### config.mk
export PLATFORM = sky130hd
export DESIGN_NAME = dma_regfile_irq
export DESIGN_NICKNAME = d
export VERILOG_FILES = /design/src/rtl/dma_rf_pkg.sv /design/src/rtl/dma_rst_sync.sv /design/src/rtl/dma_chan_bank.sv /design/src/rtl/dma_irq_ctl.sv /design/src/rtl/dma_regfile_irq.sv
export SDC_FILE = /design/constraint.sdc
export NUM_CORES = 2
export LEC_CHECK = 0
export ABC_AREA = 0
export ABC_CLOCK_PERIOD_IN_PS = 63500
export CAP_MARGIN = 30
export CORE_MARGIN = 8
export CORE_UTILIZATION = 30
export DETAILED_ROUTE_END_ITERATION = 6
export MAX_ROUTING_LAYER = met4
export PLACE_DENSITY = 0.4
export SLEW_MARGIN = 10
export SYNTH_ARGS = -nofsm -noshare
export SYNTH_HDL_FRONTEND = slang
export SYNTH_SLANG_ARGS = --single-unit
### constraint.sdc
create_clock -name clk -period 63.5 [get_ports clk]
set_input_delay 9.525 -clock clk [delete_from_list [all_inputs] [get_ports clk]]
set_output_delay 9.525 -clock clk [all_outputs]
set_load 0.05 [all_outputs]
### src/rtl/dma_rf_pkg.sv
package dma_rf_pkg;

  localparam int DW = 32;

  typedef struct packed {
    logic [DW-1:0] src;
    logic [DW-1:0] dst;
    logic [DW-1:0] nxt;
    logic [DW-1:0] ctl;
    logic [DW-1:0] cfg;
  } chan_regs_t;

  // channel window word indices (addr[4:2])
  localparam logic [2:0] CW_SRC = 3'd0;
  localparam logic [2:0] CW_DST = 3'd1;
  localparam logic [2:0] CW_NXT = 3'd2;
  localparam logic [2:0] CW_CTL = 3'd3;
  localparam logic [2:0] CW_CFG = 3'd4;

  // global word indices (addr[7:2])
  localparam logic [5:0] GW_STAT   = 6'h00;
  localparam logic [5:0] GW_TCMSK  = 6'h01;
  localparam logic [5:0] GW_TCCLR  = 6'h02;
  localparam logic [5:0] GW_ERMSK  = 6'h03;
  localparam logic [5:0] GW_ERCLR  = 6'h04;
  localparam logic [5:0] GW_TCRAW  = 6'h05;
  localparam logic [5:0] GW_ERRAW  = 6'h06;
  localparam logic [5:0] GW_ENCH   = 6'h07;
  localparam logic [5:0] GW_GCFG   = 6'h0C;

  localparam int CFG_EN_BIT    = 0;
  localparam int CFG_ERIE_BIT  = 14;
  localparam int CFG_TCIE_BIT  = 15;
  localparam int GCFG_W        = 3;

  function automatic logic [7:0] id_byte(input logic [2:0] idx, input logic two_ch);
    case (idx)
      3'd0:    id_byte = two_ch ? 8'h81 : 8'h80;
      3'd1:    id_byte = 8'h10;
      3'd2:    id_byte = 8'h04;
      3'd3:    id_byte = 8'h0A;
      3'd4:    id_byte = 8'h0D;
      3'd5:    id_byte = 8'hF0;
      3'd6:    id_byte = 8'h05;
      default: id_byte = 8'hB1;
    endcase
  endfunction

endpackage

### src/rtl/dma_rst_sync.sv
module dma_rst_sync #(
  parameter int STAGES = 2
) (
  input  logic clk,
  input  logic rst_n_i,
  output logic rst_n_o
);
  logic [STAGES-1:0] sync_q;

  always_ff @(posedge clk or negedge rst_n_i) begin
    if (!rst_n_i) sync_q <= '0;
    else          sync_q <= {sync_q[STAGES-2:0], 1'b1};
  end

  assign rst_n_o = sync_q[STAGES-1];
endmodule

### src/rtl/dma_chan_bank.sv
module dma_chan_bank
  import dma_rf_pkg::*;
(
  input  logic          clk,
  input  logic          rst_n,
  input  logic          wr_en,
  input  logic [2:0]    word_sel,
  input  logic [DW-1:0] wdata,
  output chan_regs_t    regs_o
);
  chan_regs_t regs_q, regs_nx;
  logic       upd;

  always_comb begin
    regs_nx = regs_q;
    upd     = 1'b0;
    if (wr_en) begin
      upd = 1'b1;
      case (word_sel)
        CW_SRC:  regs_nx.src = wdata;
        CW_DST:  regs_nx.dst = wdata;
        CW_NXT:  regs_nx.nxt = wdata;
        CW_CTL:  regs_nx.ctl = wdata;
        CW_CFG:  regs_nx.cfg = wdata;
        default: upd = 1'b0;
      endcase
    end
  end

  always_ff @(posedge clk or negedge rst_n) begin
    if (!rst_n)   regs_q <= '0;
    else if (upd) regs_q <= regs_nx;
  end

  assign regs_o = regs_q;

  // without a write strobe the channel words never move
  a_r3_bank_hold: assert property (@(posedge clk) disable iff (!rst_n)
    !wr_en |=> $stable(regs_q));
endmodule

### src/rtl/dma_irq_ctl.sv
module dma_irq_ctl #(
  parameter int NCH = 8
) (
  input  logic           clk,
  input  logic           rst_n,
  input  logic [NCH-1:0] tc_set,
  input  logic [NCH-1:0] err_set,
  input  logic           tc_clr_we,
  input  logic           er_clr_we,
  input  logic [NCH-1:0] clr_bits,
  input  logic [NCH-1:0] tc_ie,
  input  logic [NCH-1:0] er_ie,
  output logic [NCH-1:0] tc_raw_o,
  output logic [NCH-1:0] er_raw_o,
  output logic           irq_o
);
  logic [NCH-1:0] tc_q, tc_nx, er_q, er_nx;
  logic           tc_upd, er_upd;

  always_comb begin
    tc_nx  = tc_q;
    er_nx  = er_q;
    if (tc_clr_we) tc_nx = tc_nx & ~clr_bits;
    if (er_clr_we) er_nx = er_nx & ~clr_bits;
    tc_nx  = tc_nx | tc_set;   // set wins over a same-cycle clear
    er_nx  = er_nx | err_set;
    tc_upd = tc_clr_we | (|tc_set);
    er_upd = er_clr_we | (|err_set);
  end

  always_ff @(posedge clk or negedge rst_n) begin
    if (!rst_n)      tc_q <= '0;
    else if (tc_upd) tc_q <= tc_nx;
  end

  always_ff @(posedge clk or negedge rst_n) begin
    if (!rst_n)      er_q <= '0;
    else if (er_upd) er_q <= er_nx;
  end

  assign tc_raw_o = tc_q;
  assign er_raw_o = er_q;
  assign irq_o    = |((tc_q & tc_ie) | (er_q & er_ie));

  // a set pulse always lands, even against a clear
  a_r4_tc_set_lands: assert property (@(posedge clk) disable iff (!rst_n)
    (tc_set != '0) |=> ((tc_q & $past(tc_set)) == $past(tc_set)));
  a_r4_er_set_lands: assert property (@(posedge clk) disable iff (!rst_n)
    (err_set != '0) |=> ((er_q & $past(err_set)) == $past(err_set)));
  // cleared bits without a competing set are gone next cycle
  a_r5_tc_clear: assert property (@(posedge clk) disable iff (!rst_n)
    tc_clr_we |=> ((tc_q & $past(clr_bits & ~tc_set)) == '0));
  a_r5_er_clear: assert property (@(posedge clk) disable iff (!rst_n)
    er_clr_we |=> ((er_q & $past(clr_bits & ~err_set)) == '0));
  // raw state holds when nothing touches it
  a_r4_raw_hold: assert property (@(posedge clk) disable iff (!rst_n)
    (!tc_clr_we && tc_set == '0) |=> $stable(tc_q));
endmodule

### src/rtl/dma_regfile_irq.sv
module dma_regfile_irq
  import dma_rf_pkg::*;
#(
  parameter int NCH = 8,
  parameter int AW  = 12
) (
  input  logic           clk,
  input  logic           rst_n,
  input  logic           bus_sel,
  input  logic           bus_wr,
  input  logic [AW-1:0]  bus_addr,
  input  logic [31:0]    bus_wdata,
  output logic [31:0]    bus_rdata,
  input  logic [NCH-1:0] tc_set,
  input  logic [NCH-1:0] err_set,
  output logic           ctl_enable,
  output logic [1:0]     ctl_endian,
  output logic [NCH-1:0] ch_enabled,
  output logic           irq
);
  localparam int  PAD    = DW - NCH;
  localparam logic TWO_CH = (NCH == 2);

  logic rst_n_s;

  dma_rst_sync #(.STAGES(2)) u_rst (
    .clk(clk), .rst_n_i(rst_n), .rst_n_o(rst_n_s)
  );

  // address decode
  logic       in_chan, in_glob, in_id;
  logic [2:0] ch_idx, ch_word, id_idx;
  logic [5:0] g_word;
  logic       acc_wr, acc_rd;

  assign in_chan = (bus_addr[11:8] == 4'h1);
  assign in_glob = (bus_addr[11:8] == 4'h0);
  assign in_id   = (bus_addr[11:5] == 7'h7F);
  assign ch_idx  = bus_addr[7:5];
  assign ch_word = bus_addr[4:2];
  assign id_idx  = bus_addr[4:2];
  assign g_word  = bus_addr[7:2];
  assign acc_wr  = bus_sel & bus_wr;
  assign acc_rd  = bus_sel & ~bus_wr;

  // channel banks
  chan_regs_t     cregs [NCH];
  logic [NCH-1:0] tc_ie, er_ie;

  for (genvar c = 0; c < NCH; c++) begin : g_ch
    logic we_c;
    assign we_c = acc_wr & in_chan & (ch_idx == c[2:0]);
    dma_chan_bank u_bank (
      .clk(clk), .rst_n(rst_n_s), .wr_en(we_c), .word_sel(ch_word),
      .wdata(bus_wdata), .regs_o(cregs[c])
    );
    assign tc_ie[c]      = cregs[c].cfg[CFG_TCIE_BIT];
    assign er_ie[c]      = cregs[c].cfg[CFG_ERIE_BIT];
    assign ch_enabled[c] = cregs[c].cfg[CFG_EN_BIT];
  end

  // interrupt state
  logic [NCH-1:0] tc_raw, er_raw;
  logic           tc_clr_we, er_clr_we;

  assign tc_clr_we = acc_wr & in_glob & (g_word == GW_TCCLR);
  assign er_clr_we = acc_wr & in_glob & (g_word == GW_ERCLR);

  dma_irq_ctl #(.NCH(NCH)) u_irq (
    .clk(clk), .rst_n(rst_n_s), .tc_set(tc_set), .err_set(err_set),
    .tc_clr_we(tc_clr_we), .er_clr_we(er_clr_we), .clr_bits(bus_wdata[NCH-1:0]),
    .tc_ie(tc_ie), .er_ie(er_ie), .tc_raw_o(tc_raw), .er_raw_o(er_raw), .irq_o(irq)
  );

  // global configuration
  logic [GCFG_W-1:0] gcfg_q, gcfg_nx;
  logic              gcfg_we;

  assign gcfg_we = acc_wr & in_glob & (g_word == GW_GCFG);

  always_comb begin
    gcfg_nx = gcfg_q;
    if (gcfg_we) gcfg_nx = bus_wdata[GCFG_W-1:0];
  end

  always_ff @(posedge clk or negedge rst_n_s) begin
    if (!rst_n_s)     gcfg_q <= '0;
    else if (gcfg_we) gcfg_q <= gcfg_nx;
  end

  assign ctl_enable = gcfg_q[0];
  assign ctl_endian = gcfg_q[2:1];

  // read mux
  chan_regs_t     sel_regs;
  logic [NCH-1:0] tc_msk, er_msk;
  logic [31:0]    rd_nx, rd_q;

  assign tc_msk = tc_raw & tc_ie;
  assign er_msk = er_raw & er_ie;

  always_comb begin
    sel_regs = '0;
    for (int c = 0; c < NCH; c++)
      if (ch_idx == c[2:0]) sel_regs = cregs[c];
  end

  always_comb begin
    rd_nx = '0;
    if (in_chan && int'(ch_idx) < NCH) begin
      case (ch_word)
        CW_SRC:  rd_nx = sel_regs.src;
        CW_DST:  rd_nx = sel_regs.dst;
        CW_NXT:  rd_nx = sel_regs.nxt;
        CW_CTL:  rd_nx = sel_regs.ctl;
        CW_CFG:  rd_nx = sel_regs.cfg;
        default: rd_nx = '0;
      endcase
    end else if (in_glob) begin
      case (g_word)
        GW_STAT:  rd_nx = {{PAD{1'b0}}, tc_msk | er_msk};
        GW_TCMSK: rd_nx = {{PAD{1'b0}}, tc_msk};
        GW_ERMSK: rd_nx = {{PAD{1'b0}}, er_msk};
        GW_TCRAW: rd_nx = {{PAD{1'b0}}, tc_raw};
        GW_ERRAW: rd_nx = {{PAD{1'b0}}, er_raw};
        GW_ENCH:  rd_nx = {{PAD{1'b0}}, ch_enabled};
        GW_GCFG:  rd_nx = {{(DW-GCFG_W){1'b0}}, gcfg_q};
        default:  rd_nx = '0;
      endcase
    end else if (in_id) begin
      rd_nx = {24'h0, id_byte(id_idx, TWO_CH)};
    end
  end

  always_ff @(posedge clk or negedge rst_n_s) begin
    if (!rst_n_s)    rd_q <= '0;
    else if (acc_rd) rd_q <= rd_nx;
  end

  assign bus_rdata = rd_q;

  logic unused_bits;
  assign unused_bits = ^{bus_addr[1:0], bus_wdata[DW-1:NCH]};

  // read data only moves on a read access
  a_r12_rdata_hold: assert property (@(posedge clk) disable iff (!rst_n_s)
    !acc_rd |=> $stable(rd_q));
  // configuration only changes on its own write
  a_r10_gcfg_hold: assert property (@(posedge clk) disable iff (!rst_n_s)
    !gcfg_we |=> $stable(gcfg_q));
endmodule

After elaboration in Yosys (flattened, before gate mapping)
Cells that the tools add are included.
W data, S select, Z words.
{"block": "totals", "input_bits": 64, "elab_cells": 167, "n_memories": 0, "ramBits": 0, "latchBits": 0, "output_inout_bits": 44, "mem_bits_ro": 0, "regBits": 1333}
{"block": "classes", "shift": 0, "div": 0, "n_eq_ne": 23, "multipliers": 0, "bitwise": 26, "magnitude_cmp": 0, "muxes": 25, "reduce_logical": 48, "addsub": 0}
{"op": "$mux W160", "count": 8}
{"op": "$pmux W32 S5", "count": 1}
{"op": "$reduce_and A3 Y1", "count": 40}
{"op": "$pmux W8 S7", "count": 2}
{"op": "$mux W32", "count": 2}
{"op": "$and A8 B8 Y8", "count": 4}
{"op": "$eq A6 B3 Y1 const B", "count": 4}
{"op": "$mux W8", "count": 3}
{"op": "$or A8 B8 Y8", "count": 3}
{"op": "$reduce_or A8 Y1", "count": 3}
{"op": "$eq A3 B3 Y1 const B", "count": 7}
{"op": "$and A1 B1 Y1", "count": 15}
{"op": "$eq A3 B2 Y1 const B", "count": 4}
{"op": "$eq A6 B2 Y1 const B", "count": 2}
{"op": "$mux W1", "count": 9}
{"op": "$not A8 Y8", "count": 1}
{"op": "$eq A7 B7 Y1 const B", "count": 1}
{"op": "$eq A3 B1 Y1 const B", "count": 2}
{"op": "$eq A6 B1 Y1 const B", "count": 1}
{"op": "$eq A6 B4 Y1 const B", "count": 1}
{"op": "$logic_not A3 Y1", "count": 2}
{"op": "$logic_not A6 Y1", "count": 1}
{"op": "$reduce_or A5 Y1", "count": 1}
{"op": "$eq A4 B1 Y1 const B", "count": 1}
{"op": "other kinds (3)", "count": 4}

Depth between registers and ports, before layout
{"block": "logic_depth", "depth_word": 11, "ltp_mapped": 11}

Hierarchy
Synthesis repeated with hierarchy kept, for this count alone.
{"block": "hier_totals", "cells_unflattened": 4497, "hier_area_um2": 63977.6}
{"mod": "dma_chan_bank", "instances": 8, "area_per_inst_um2": 6165.9, "cells_per_inst": 343}
{"mod": "dma_regfile_irq", "instances": 1, "area_per_inst_um2": 13904.6, "cells_per_inst": 1691}
{"mod": "dma_irq_ctl", "instances": 1, "area_per_inst_um2": 691.9, "cells_per_inst": 59}
{"mod": "dma_rst_sync", "instances": 1, "area_per_inst_um2": 53.8, "cells_per_inst": 3}

Worst setup path before layout
Ideal clock, no wire load.
{"block": "synth_path", "path_type": "input to register", "from": "input bus_addr[9]", "to": "register g_ch[6].u_bank.regs_q (netlist bit g_ch[6].u_bank.regs_o[102])", "path_stages": 7, "arrival_ns": 11.376, "setup_time_ns": 0.125, "path_slack_ns": 52.000, "path_cell_list": "or4b_1 -> buf_2 -> nor2_4 -> nand2_1 -> nor2_2 -> buf_2 -> mux2_2"}
{"block": "synth_via", "elab_chain_len": 5}
{"element": "from (decl)", "line_no": "dma_regfile_irq.sv:11", "text": "input logic [AW-1:0] bus_addr,"}
{"element": "$eq A4 B1 Y1 *", "line_no": "dma_regfile_irq.sv:36", "text": "assign in_chan = (bus_addr[11:8] == 4'h1);"}
{"element": "$and A1 B1 Y1 * (2 in series)", "line_no": "dma_regfile_irq.sv:52", "text": "assign we_c = acc_wr & in_chan & (ch_idx == c[2:0]);"}
{"element": "$mux W1", "line_no": "dma_chan_bank.sv:17", "text": "if (wr_en) begin"}
{"element": "$reduce_and A3 Y1 (no source line) *"}
{"element": "to (signal assigned)", "line_no": "dma_chan_bank.sv:32", "text": "else if (upd) regs_q <= regs_nx;"}
{"element": "to (decl)", "line_no": "dma_chan_bank.sv:11", "text": "chan_regs_t regs_q, regs_nx;"}
Mark *: on every way between the ends. The rest lies on a longest branch, timed or not.
A chain may end at the register's enable or synchronous reset.

Final worst setup path
{"block": "layout_path", "from": "input bus_addr[3]", "to": "register g_ch[4].u_bank.regs_q (netlist bit g_ch[4].u_bank.regs_o[91])"}
{"block": "layout_via", "elab_chain_len": 5, "word_cells_on_any_way": 9, "classes_between": "4 x eq/ne; 2 x mux; 3 x reduce/logical"}
{"element": "$eq A3 B1 Y1, or another cell as far along", "line_no": "dma_chan_bank.sv:19", "text": "case (word_sel)"}
{"element": "$reduce_or A5 Y1 (no source line)"}
{"element": "$mux W1", "line_no": "dma_chan_bank.sv:19"}
{"element": "$mux W1", "line_no": "dma_chan_bank.sv:17"}
{"element": "$reduce_and A3 Y1 (no source line) *"}
{"element": "to (signal assigned)", "line_no": "dma_chan_bank.sv:32"}
{"element": "to (decl)", "line_no": "dma_chan_bank.sv:11"}
Marked as above.

==> impl_metrics.ini <==
[timing]
min_period_ns = 13.66
finalHoldViolCount = 0
finalSetupViolCount = 0
tightest_slew_ns = 1.19
post-route-period-util_pct = 21.5
hold_slack_ns = 0.144
worst_slack_ns = 49.84
clock_skew_ns = 0.0269
slew_headroom_pct = 20.2
fmax_mhz = 73.2
fin_tns_setup_ns = 0
drv_slew = 0
rsz0062_at_grt = false

[global_routing]
grt_pass1_vias = 44600
busiest_layer = met2
grt_max_degree = 154
grt_pass1_wl_um = 371000
antenna_found_initial = 16
grt_use_met2_pct = 36.8
grt_util_met3_pct = 3.33
met1_usage_pct = 32.9
gr-usage-all-layers_pct = 23.8
overflow = 0

[detailed_routing]
drt_iter0_drc = 3665
routed_wl_um = 264000
first_pass_iters = 7
ant_nets = 0
drc = 0
avgRoutedWirePerCell_um = 33.7
vias = 43800
via_per_inst = 5.59

[logic_synthesis]
synth_top_family_by_area = multiplexers
synthesis.nets = 5031
yosys-top-cells-area = dfrtp_1 53%, mux2_2 24%, mux2i_1 2.5%, o21ai_0 1.8%, buf_2 1.8%
yosysTopAreaCell = dfrtp_1
synth_cells = 4967
ys_ff_latch = 1333
seq_area_frac_synth_pct = 53.2
synth.most_common_cell = dfrtp_1
synthAdderAreaFrac_pct = 0
synth_xor_area_share_pct = 0
synth_ff_type = dfrtp_1
synth-simple-area-share_pct = 4.50
syn-cell-area_um2 = 62700
synth_compound_area_share_pct = 10.5
avgSynthCellArea_um2 = 12.6
yosys.area.top_type_share_pct = 53.2
async_reset_ff_share_pct = 100
yosys-top-cells-count = 1333 x dfrtp_1, 1322 x mux2_2, 232 x nand2_1, 225 x o21ai_0, 220 x buf_2
synthDistinctLibCells = 79
synth-edff-count = 0
synthMuxAreaShare_pct = 27.9
ys_warn_count = 0

[clocking]
postCtsHoldBufs = 0
post_cts_buffers = 0
root_buffer = clkbuf_16
cts_resized = 0
clk_path_buf_depth = 3
clkSlewWorstSetupHoldPaths_ns = 0.05
numCtsBuffers = 159
cts.sinks = 1333
cts-htree-levels = 4
clkLatencyLatePin_ns = 0.80
cts_tree = built

[critical_path]
cp_max_fo = 24
crit_arrival_ns = 14.32
endpoint = g_ch[4].u_bank.regs_o[91]
crit_type = in2reg
reg2reg_from = u_rst.sync_q[1]
critPathLaunchType = primary input
worstPathRequired_ns = 64.16
reg2reg_depth = 6
rrSetupSlack_ns = 58.87
end_kind = flip-flop
crit_path_start = bus_addr[3]
worstReg2RegEnd = g_ch[2].u_bank.regs_o[145]

[status]
status = finished clean

[die]
die-height_um = 473
start_util_pct = 30.2
ios = 108
die_w_um = 473
core_um2 = 207000
die_area_um2 = 224000
rows = 167

[cells_and_area]
layout-drive-gt1-share_pct = 36.9
multiInputGateArea_um2 = 27400
regArea_um2 = 33400
design_area_um2 = 72100
nNetsFinal = 4980
area_growth_pct = 15.1
final_core_util_pct = 34.8
fill_cells = 20600

[power]
irDropWorstVdd_v = 0.0000276
swShare_pct = 25.5
intPower_mw = 1.41
switchingPower_uw = 482
p_leak_nw = 33.3
p_per_area_nw_per_um2 = 26.2
p_comb_share_pct = 7.0
seqPwrFrac_pct = 45.5
clkPwrFrac_pct = 47.5

[min_path]
hold_class = reg2async

[placed_design]
io_buffers = 105
pre_cts_ws_ns = 49.17
gp_congestion = 0.792
dp_hpwl_um = 153000
place_area_um2 = 67000

[run]
cap_violations = 0
## layout by cell type, fill, tap and decap left out, types with 14 or more instances in the layout
cell type | Yosys | layout
a32oi_1 | 28 | 28
a21o_1 | 28 | 28
buf_4 | 39 | 162
o221ai_1 | 49 | 49
mux2_2 | 1322 | 1322
mux2_1 | 37 | 37
nand3_1 | 27 | 26
nand2_1 | 232 | 232
nor2_4 | 1 | 44
a22o_1 | 14 | 14
a221oi_1 | 66 | 66
o211ai_1 | 29 | 29
mux4_2 | 28 | 28
nor3_1 | 25 | 22
clkbuf_16 | 0 | 165
inv_1 | 17 | 14
nand2b_1 | 19 | 15
o2bb2ai_1 | 16 | 16
mux2i_1 | 156 | 156
a21oi_1 | 183 | 183
o21ai_0 | 225 | 225
clkinv_2 | 0 | 17
a22oi_1 | 27 | 27
o22ai_1 | 109 | 109
clkbuf_1 | 193 | 59
a211oi_1 | 43 | 42
a221o_1 | 17 | 17
clkbuf_8 | 0 | 31
a31oi_1 | 37 | 37
nor2_1 | 142 | 100
dfrtp_1 | 1333 | 1332
or3_1 | 19 | 18
clkdlybuf4s50_1 | 0 | 98
## worst max-delay path, cell delays in order
cell,delay [ns]
clkdlybuf4s50_1,0.98
buf_4,0.55
or3b_2,0.80
buf_4,0.42
nor2_4,0.93
buf_4,0.58
mux2_2,0.39
## logic make-up after synthesis
logic type,count (synthesis)
compound gates,984
buf+inv,520
flops,1333
mux,1543
other cells,1
simple gates,586
## through the flow
stage / cells / total power [mW]
2_1_floorplan: 4967 / 0.948
3_3_place_gp: 7528 / 1.01
3_5_place_dp: 7538 / 1.01
4_1_cts: 7818 / 1.92
5_1_grt: 7827 / 1.95
6_report: 7829 / 1.89
## worst min path at each step
stage,endpoint,cells after the start,start,slack [ns]
CTS,u_rst.sync_q[1],0,u_rst.sync_q[0],0.35
finish,g_ch[2].u_bank.regs_o[94],0,u_rst.sync_q[1],0.14
floorplan,u_rst.sync_q[1],0,u_rst.sync_q[0],0.33
detailed placement,u_rst.sync_q[1],0,u_rst.sync_q[0],0.34
global placement,u_rst.sync_q[1],0,u_rst.sync_q[0],0.34
global route,g_ch[2].u_bank.regs_o[94],0,u_rst.sync_q[1],0.16
## cell type report
| type | count | share of cell area [%] |
|---|---|---|
| multi-input combinational | 3114 | 38.0 |
| sequential | 1333 | 46.3 |
| tap | 2788 | 4.84 |
| antenna | 6 | 0.0208 |
| inverter | 17 | 0.101 |
| clock inverter | 25 | 0.297 |
| clock buffer | 255 | 6.62 |
| timing repair buffer | 291 | 3.91 |
## power groups by stage
stage	logic (mW)	registers, mW	clock network (mW)
after detailed placement	0.131	0.877	0
after floorplan	0.0575	0.890	0
after global placement	0.130	0.877	0
after global routing	0.140	0.861	0.952
after CTS	0.131	0.861	0.923
final	0.132	0.861	0.899
## per-layer routing
layer  vias up  share of wire, %
met4         0               2.8
met3       334               4.9
met5         -                 0
met2      1273                46
met1     23900                46
li1      18300                 -
## registers in the layout, indices dropped and copies added, names as in the netlist
signal,count
gcfg_q,3
u_irq.er_raw_o,8
bus_rdata,32
u_rst.sync_q,2
g_ch.u_bank.regs_o,1280
u_irq.tc_raw_o,8
(Power assumes the default switching activity.)
